### src/rtl/pbw_pkg.sv
package pbw_pkg;

    typedef enum logic [1:0] {
        RES_HIT      = 2'd0,
        RES_HIT_RSV  = 2'd1,
        RES_MISS     = 2'd2,
        RES_RSV_FAIL = 2'd3
    } lookup_result_e;

    function automatic int unsigned ceil_div(input int unsigned num, input int unsigned den);
        return (num + den - 1) / den;
    endfunction

    function automatic int unsigned max_u(input int unsigned a, input int unsigned b);
        return (a > b) ? a : b;
    endfunction

endpackage

### src/rtl/pbw_charge_calc.sv
module pbw_charge_calc
    import pbw_pkg::*;
#(
    parameter int unsigned SIZE_W     = 8,
    parameter int unsigned EFF_W      = 32,
    parameter int unsigned LINE_BEATS = 4,
    parameter int unsigned CNT_W      = 4
) (
    input  logic [1:0]        result,
    input  logic              wb_sent,
    input  logic [SIZE_W-1:0] bytes,
    output logic [CNT_W-1:0]  cycles
);
    always_comb begin
        unique case (lookup_result_e'(result))
            RES_HIT:              cycles = CNT_W'(ceil_div(32'(bytes), EFF_W));
            RES_HIT_RSV, RES_MISS: cycles = wb_sent ? CNT_W'(LINE_BEATS) : '0;
            default:              cycles = '0;
        endcase
    end
endmodule

### src/rtl/pbw_occ_counter.sv
module pbw_occ_counter #(
    parameter int unsigned CNT_W = 4
) (
    input  logic             clk,
    input  logic             rst,
    input  logic [CNT_W-1:0] charge,
    output logic             free
);
    logic [CNT_W-1:0] occ;
    logic [CNT_W-1:0] drained;

    assign drained = (occ != '0) ? occ - CNT_W'(1) : '0;
    assign free    = (occ == '0);

    always_ff @(posedge clk) begin
        if (rst) occ <= '0;
        else     occ <= drained + charge;
    end
endmodule

### src/rtl/pbw_usage_counter.sv
module pbw_usage_counter #(
    parameter int unsigned STAT_W = 64
) (
    input  logic              clk,
    input  logic              rst,
    input  logic              clr,
    input  logic              inc,
    output logic [STAT_W-1:0] count
);
    always_ff @(posedge clk) begin
        if (rst || clr)             count <= '0;
        else if (inc && !(&count))  count <= count + STAT_W'(1);
    end
endmodule

### src/rtl/cache_port_budget.sv
module cache_port_budget
    import pbw_pkg::*;
#(
    parameter int unsigned LINE_BYTES     = 128,
    parameter int unsigned PORT_WIDTH_CFG = 32,
    parameter int unsigned SIZE_W         = 8,
    parameter int unsigned STAT_W         = 64
) (
    input  logic              clk,
    input  logic              rst,
    input  logic              stat_clear,
    input  logic              lookup_valid,
    input  logic [1:0]        lookup_result,
    input  logic              lookup_wb_sent,
    input  logic [SIZE_W-1:0] lookup_bytes,
    input  logic              outq_full,
    output logic              lookup_accept,
    output logic              dport_stall,
    input  logic              fill_valid,
    output logic              fill_accept,
    output logic              data_free,
    output logic              fill_free,
    output logic [STAT_W-1:0] avail_cycles,
    output logic [STAT_W-1:0] data_busy_cycles,
    output logic [STAT_W-1:0] fill_busy_cycles
);
    localparam int unsigned EFF_W      = (PORT_WIDTH_CFG == 0) ? LINE_BYTES : PORT_WIDTH_CFG;
    localparam int unsigned LINE_BEATS = LINE_BYTES / EFF_W;
    localparam int unsigned MAX_HIT    = ceil_div((1 << SIZE_W) - 1, EFF_W);
    localparam int unsigned MAX_CHG    = max_u(MAX_HIT, LINE_BEATS);
    localparam int unsigned CNT_W      = $clog2(MAX_CHG + 1);

    generate
        if (LINE_BYTES % EFF_W != 0) begin : g_bad_width
            $error("line size must be a multiple of the port width");
        end
    endgenerate

    logic [CNT_W-1:0] lookup_cycles;
    logic [CNT_W-1:0] data_charge;
    logic [CNT_W-1:0] fill_charge;

    assign lookup_accept = lookup_valid && data_free && !outq_full;
    assign dport_stall   = lookup_valid && !data_free;
    assign fill_accept   = fill_valid && fill_free;
    assign data_charge   = lookup_accept ? lookup_cycles : '0;
    assign fill_charge   = fill_accept ? CNT_W'(LINE_BEATS) : '0;

    pbw_charge_calc #(
        .SIZE_W(SIZE_W), .EFF_W(EFF_W), .LINE_BEATS(LINE_BEATS), .CNT_W(CNT_W)
    ) u_calc (
        .result(lookup_result), .wb_sent(lookup_wb_sent),
        .bytes(lookup_bytes), .cycles(lookup_cycles)
    );

    pbw_occ_counter #(.CNT_W(CNT_W)) u_data_occ (
        .clk(clk), .rst(rst), .charge(data_charge), .free(data_free)
    );

    pbw_occ_counter #(.CNT_W(CNT_W)) u_fill_occ (
        .clk(clk), .rst(rst), .charge(fill_charge), .free(fill_free)
    );

    logic [2:0]              stat_inc;
    logic [2:0][STAT_W-1:0]  stat_val;

    assign stat_inc = {!fill_free, !data_free, 1'b1};

    generate
        for (genvar k = 0; k < 3; k++) begin : g_stat
            pbw_usage_counter #(.STAT_W(STAT_W)) u_cnt (
                .clk(clk), .rst(rst), .clr(stat_clear),
                .inc(stat_inc[k]), .count(stat_val[k])
            );
        end
    endgenerate

    assign avail_cycles     = stat_val[0];
    assign data_busy_cycles = stat_val[1];
    assign fill_busy_cycles = stat_val[2];
endmodule

### config.mk
export PLATFORM = sky130hd
export DESIGN_NAME = cache_port_budget
export DESIGN_NICKNAME = d
export VERILOG_FILES = /design/src/rtl/pbw_pkg.sv /design/src/rtl/pbw_charge_calc.sv /design/src/rtl/pbw_occ_counter.sv /design/src/rtl/pbw_usage_counter.sv /design/src/rtl/cache_port_budget.sv
export SDC_FILE = /design/constraint.sdc
export NUM_CORES = 1
export LEC_CHECK = 0
export ABC_CLOCK_PERIOD_IN_PS = 3900
export BUFFER_PORTS_ARGS = -buffer_cell sky130_fd_sc_hd__buf_2
export CAP_MARGIN = 10
export CELL_PAD_IN_SITES_DETAIL_PLACEMENT = 0
export CELL_PAD_IN_SITES_GLOBAL_PLACEMENT = 2
export CORE_UTILIZATION = 34
export CTS_BUF_LIST = sky130_fd_sc_hd__clkbuf_2
export CTS_CLUSTER_DIAMETER = 30
export DETAILED_ROUTE_END_ITERATION = 8
export MAX_ROUTING_LAYER = met4
export PLACE_DENSITY_LB_ADDON = 0.1
export SKIP_LAST_GASP = 1
export SYNTH_ARGS = -nofsm -noshare
export SYNTH_HDL_FRONTEND = slang
export SYNTH_HIERARCHICAL = 1
export SYNTH_SLANG_ARGS = --single-unit
### constraint.sdc
create_clock -name clk -period 3.9 [get_ports clk]
set_clock_uncertainty 0.15 [all_clocks]
set_input_delay 0.78 -clock clk [delete_from_list [all_inputs] [get_ports clk]]
set_output_delay 0.78 -clock clk [all_outputs]
set_load 0.01 [all_outputs]
==> results.md <==
* Startpoint Class: flop
* Post-CTS setup buffer count at 0
* I/O pin count at 214
* Clock insertion delay at the later pin of the skew report at 0.83 ns
* Pwr Total at 3680 µW
* Gr usage total at 0.226
* Actual slew at the worst max-slew pin at 0.784 ns
* Hold Slack at 0.248 ns
* Post-route DRC at 0
* Arrival time worst endpoint at 2.39 ns
* Post-cts gate resize count at 0
* Worst VDD drop at 0.169 mV
* Via density at 5.75
* Most common library cell in the layout ignoring fill and taps: buf_2
* Remaining antenna violation count at 0
* Post-synth ARST share at 0
* Share of layout cells above drive strength 1 at 0.194
* Clk slew on worst S/H paths at 0.28 ns
* RSZ-0062 raised after global routing: no
* Synth top area share at 0.366
* Hpwl dp at 27000 µm
* First-pass GRT wire length at 58000 µm
* Clock Path Buffers at 2
* Hold Fails Final Rpt at 0
* Initial Util at 0.346
* Horiz. Die Dim at 181 µm
* Worst slew margin at 0.475
* CTS buffer count at 17
* Yosys cell types at 60
* Power Dens Cells at 289 nW/µm²
* CP max FO at 6
* Leakage power at 0.00463 µW
* Max-Cap Viols at 0
* Final min period at 3.32 ns
* Total gr overflow at 0
* Most frequent cells in the layout: 213 x buf_2, 200 x dfxtp_1, 117 x nor2_1, 103 x nand2_1, 103 x a21oi_1
* Largest cells by area after synthesis: dfxtp_1 37%, a21oi_1 4.7%, nor2_1 4.0%
* Drt wl/cell at 18.8 µm
* #FFs+latches synth at 200
* H-Tree Depth at 4
* Status: complete, no violations
* Mapped Cells at 1306
* Nets@finish at 1544
* Port Buffer Count at 213
* CTS tree: yes
* Clock sink count at 200
* Die H at 181 µm
* Hold crit path type: primary input to flop
* Area Overhead vs Synth at 16.6%
* CTS root buffer: clkbuf_2
* Cell depth of the worst hold path at 2
* Mean Syn Cell Area at 8.38 µm²
* Core Region at 31600 µm²
* Initial antenna violation count at 1
* Critical path endpoint category: primary output
* Crit Path Category: flop to primary output
* Pre-CTS setup slack at 0.684 ns
* # rows at 65
* Max-slew violation count at 0
* Final count of negative-setup-slack endpoints at 0
* Synth warn at 6
* Mapped cell area at 10900 µm²
* Largest net degree at the start of global routing at 42
* Via count at 11100
* Post-synth EDFFs at 0
* Top_reg_cell synth: dfxtp_1
* Hold_buf cts at 0
* Cells on worst reg2reg path at 7
* Largest area contributor in the netlist: dfxtp_1
* Final worst setup slack at 0.578 ns
* Tcrit/Tclk final at 0.852
* Worst Path Required at 2.97 ns
* DIE AREA at 32900 µm²
* Vias in the first global route at 10300
* Post-synthesis sequential area ratio at 0.366
* Routability cong. at 0.816
* Final wirelength at 36300 µm
* Peak Freq at 0.301 GHz
* Initial DRC Count at 589
* Aggregate negative setup slack at 0 ns
* Drt pass-1 iters at 7
-- final cells by class --
type,count,area (µm²)
sequential,200,4000
clock inverter,15,160
tap,402,503
clock buffer,17,85.1
multi-input combinational,1044,6700
fill,3348,18900
timing repair buffer,237,1260
inverter,14,52.6
antenna,1,2.50
-- state kept, by name, indices dropped and copies added, names as in the netlist --
signal,flops
g_stat.u_cnt/count,192
u_data_occ/occ,4
u_fill_occ/occ,4
-- per-stage QoR --
step | cell area, µm² | utilization | std cells
2_1_floorplan | 11000 | - | 1309
3_3_place_gp | 12500 | 0.396 | 1897
3_5_place_dp | 12500 | 0.396 | 1897
4_1_cts | 12800 | 0.403 | 1929
5_1_grt | 12800 | 0.403 | 1930
6_report | 12800 | 0.403 | 1930
-- cells in the mapped netlist (4+ instances only) --
| library cell | number |
|---|---|
| dfxtp_1 | 200 |
| nor2_1 | 117 |
| a21oi_1 | 103 |
| nand2_1 | 103 |
| nand3_1 | 60 |
| nand4_1 | 54 |
| or4_1 | 48 |
| o21ai_0 | 46 |
| o31ai_1 | 45 |
| xor2_1 | 44 |
| and4_1 | 43 |
| or3_1 | 43 |
| clkbuf_1 | 42 |
| o2111ai_1 | 38 |
| and3_1 | 36 |
| xnor2_1 | 35 |
| and2_1 | 28 |
| nor4_1 | 26 |
| nor3_1 | 21 |
| inv_1 | 14 |
| ha_1 | 11 |
| buf_2 | 9 |
| o211ai_1 | 9 |
| nor2b_1 | 7 |
| o21a_1 | 7 |
| a211oi_1 | 6 |
| a31o_1 | 6 |
| a31oi_1 | 6 |
| a41o_1 | 6 |
| mux2i_1 | 6 |
| o31a_1 | 6 |
| o41ai_1 | 6 |
| or2_2 | 6 |
| or3_4 | 6 |
| and4b_1 | 4 |
-- power breakdown --
group | internal (µW) | switching (µW) | leakage (µW)
logic | 152 | 320 | 0.00288
registers | 2080 | 37.3 | 0.00161
clock network | 347 | 750 | 0.000141
-- worst paths after layout --
kind,startpoint,endpoint,slack [ns]
min,rst,u_data_occ/occ[2],0.25
max,u_fill_occ/occ[1],fill_accept,0.58
max reg2reg,g_stat[2].u_cnt/count[0],g_stat[2].u_cnt/count[62],1.00
min reg2reg,g_stat[0].u_cnt/count[63],g_stat[0].u_cnt/count[63],0.36
-- kinds of logic after synthesis --
kind of cell	Yosys count	synth area share
other	2	0.000686
AO/OA/AOI/OAI	305	0.191
flip-flops	200	0.366
adder cells (fa/ha/maj)	13	0.0162
multiplexers	8	0.00755
XOR/XNOR	79	0.0632
buffers and inverters	65	0.0233
AND/OR/NAND/NOR	634	0.332
-- critical path, stage by stage, from the launching register on --
cell and delay [ns]:
dfxtp_1 0.44, nor4_1 0.67, and2_1 0.30, buf_2 0.16
-- metal layers --
metal  share of wire  track usage  vias to the layer above
met3           0.042       0.0341                       42
li1                -            -                     5450
met1            0.48        0.303                     5333
met4           0.014       0.0583                        0
met2            0.46        0.356                      275
met5               0            -                        -
No activity file was read; power rests on OpenSTA's default activity.
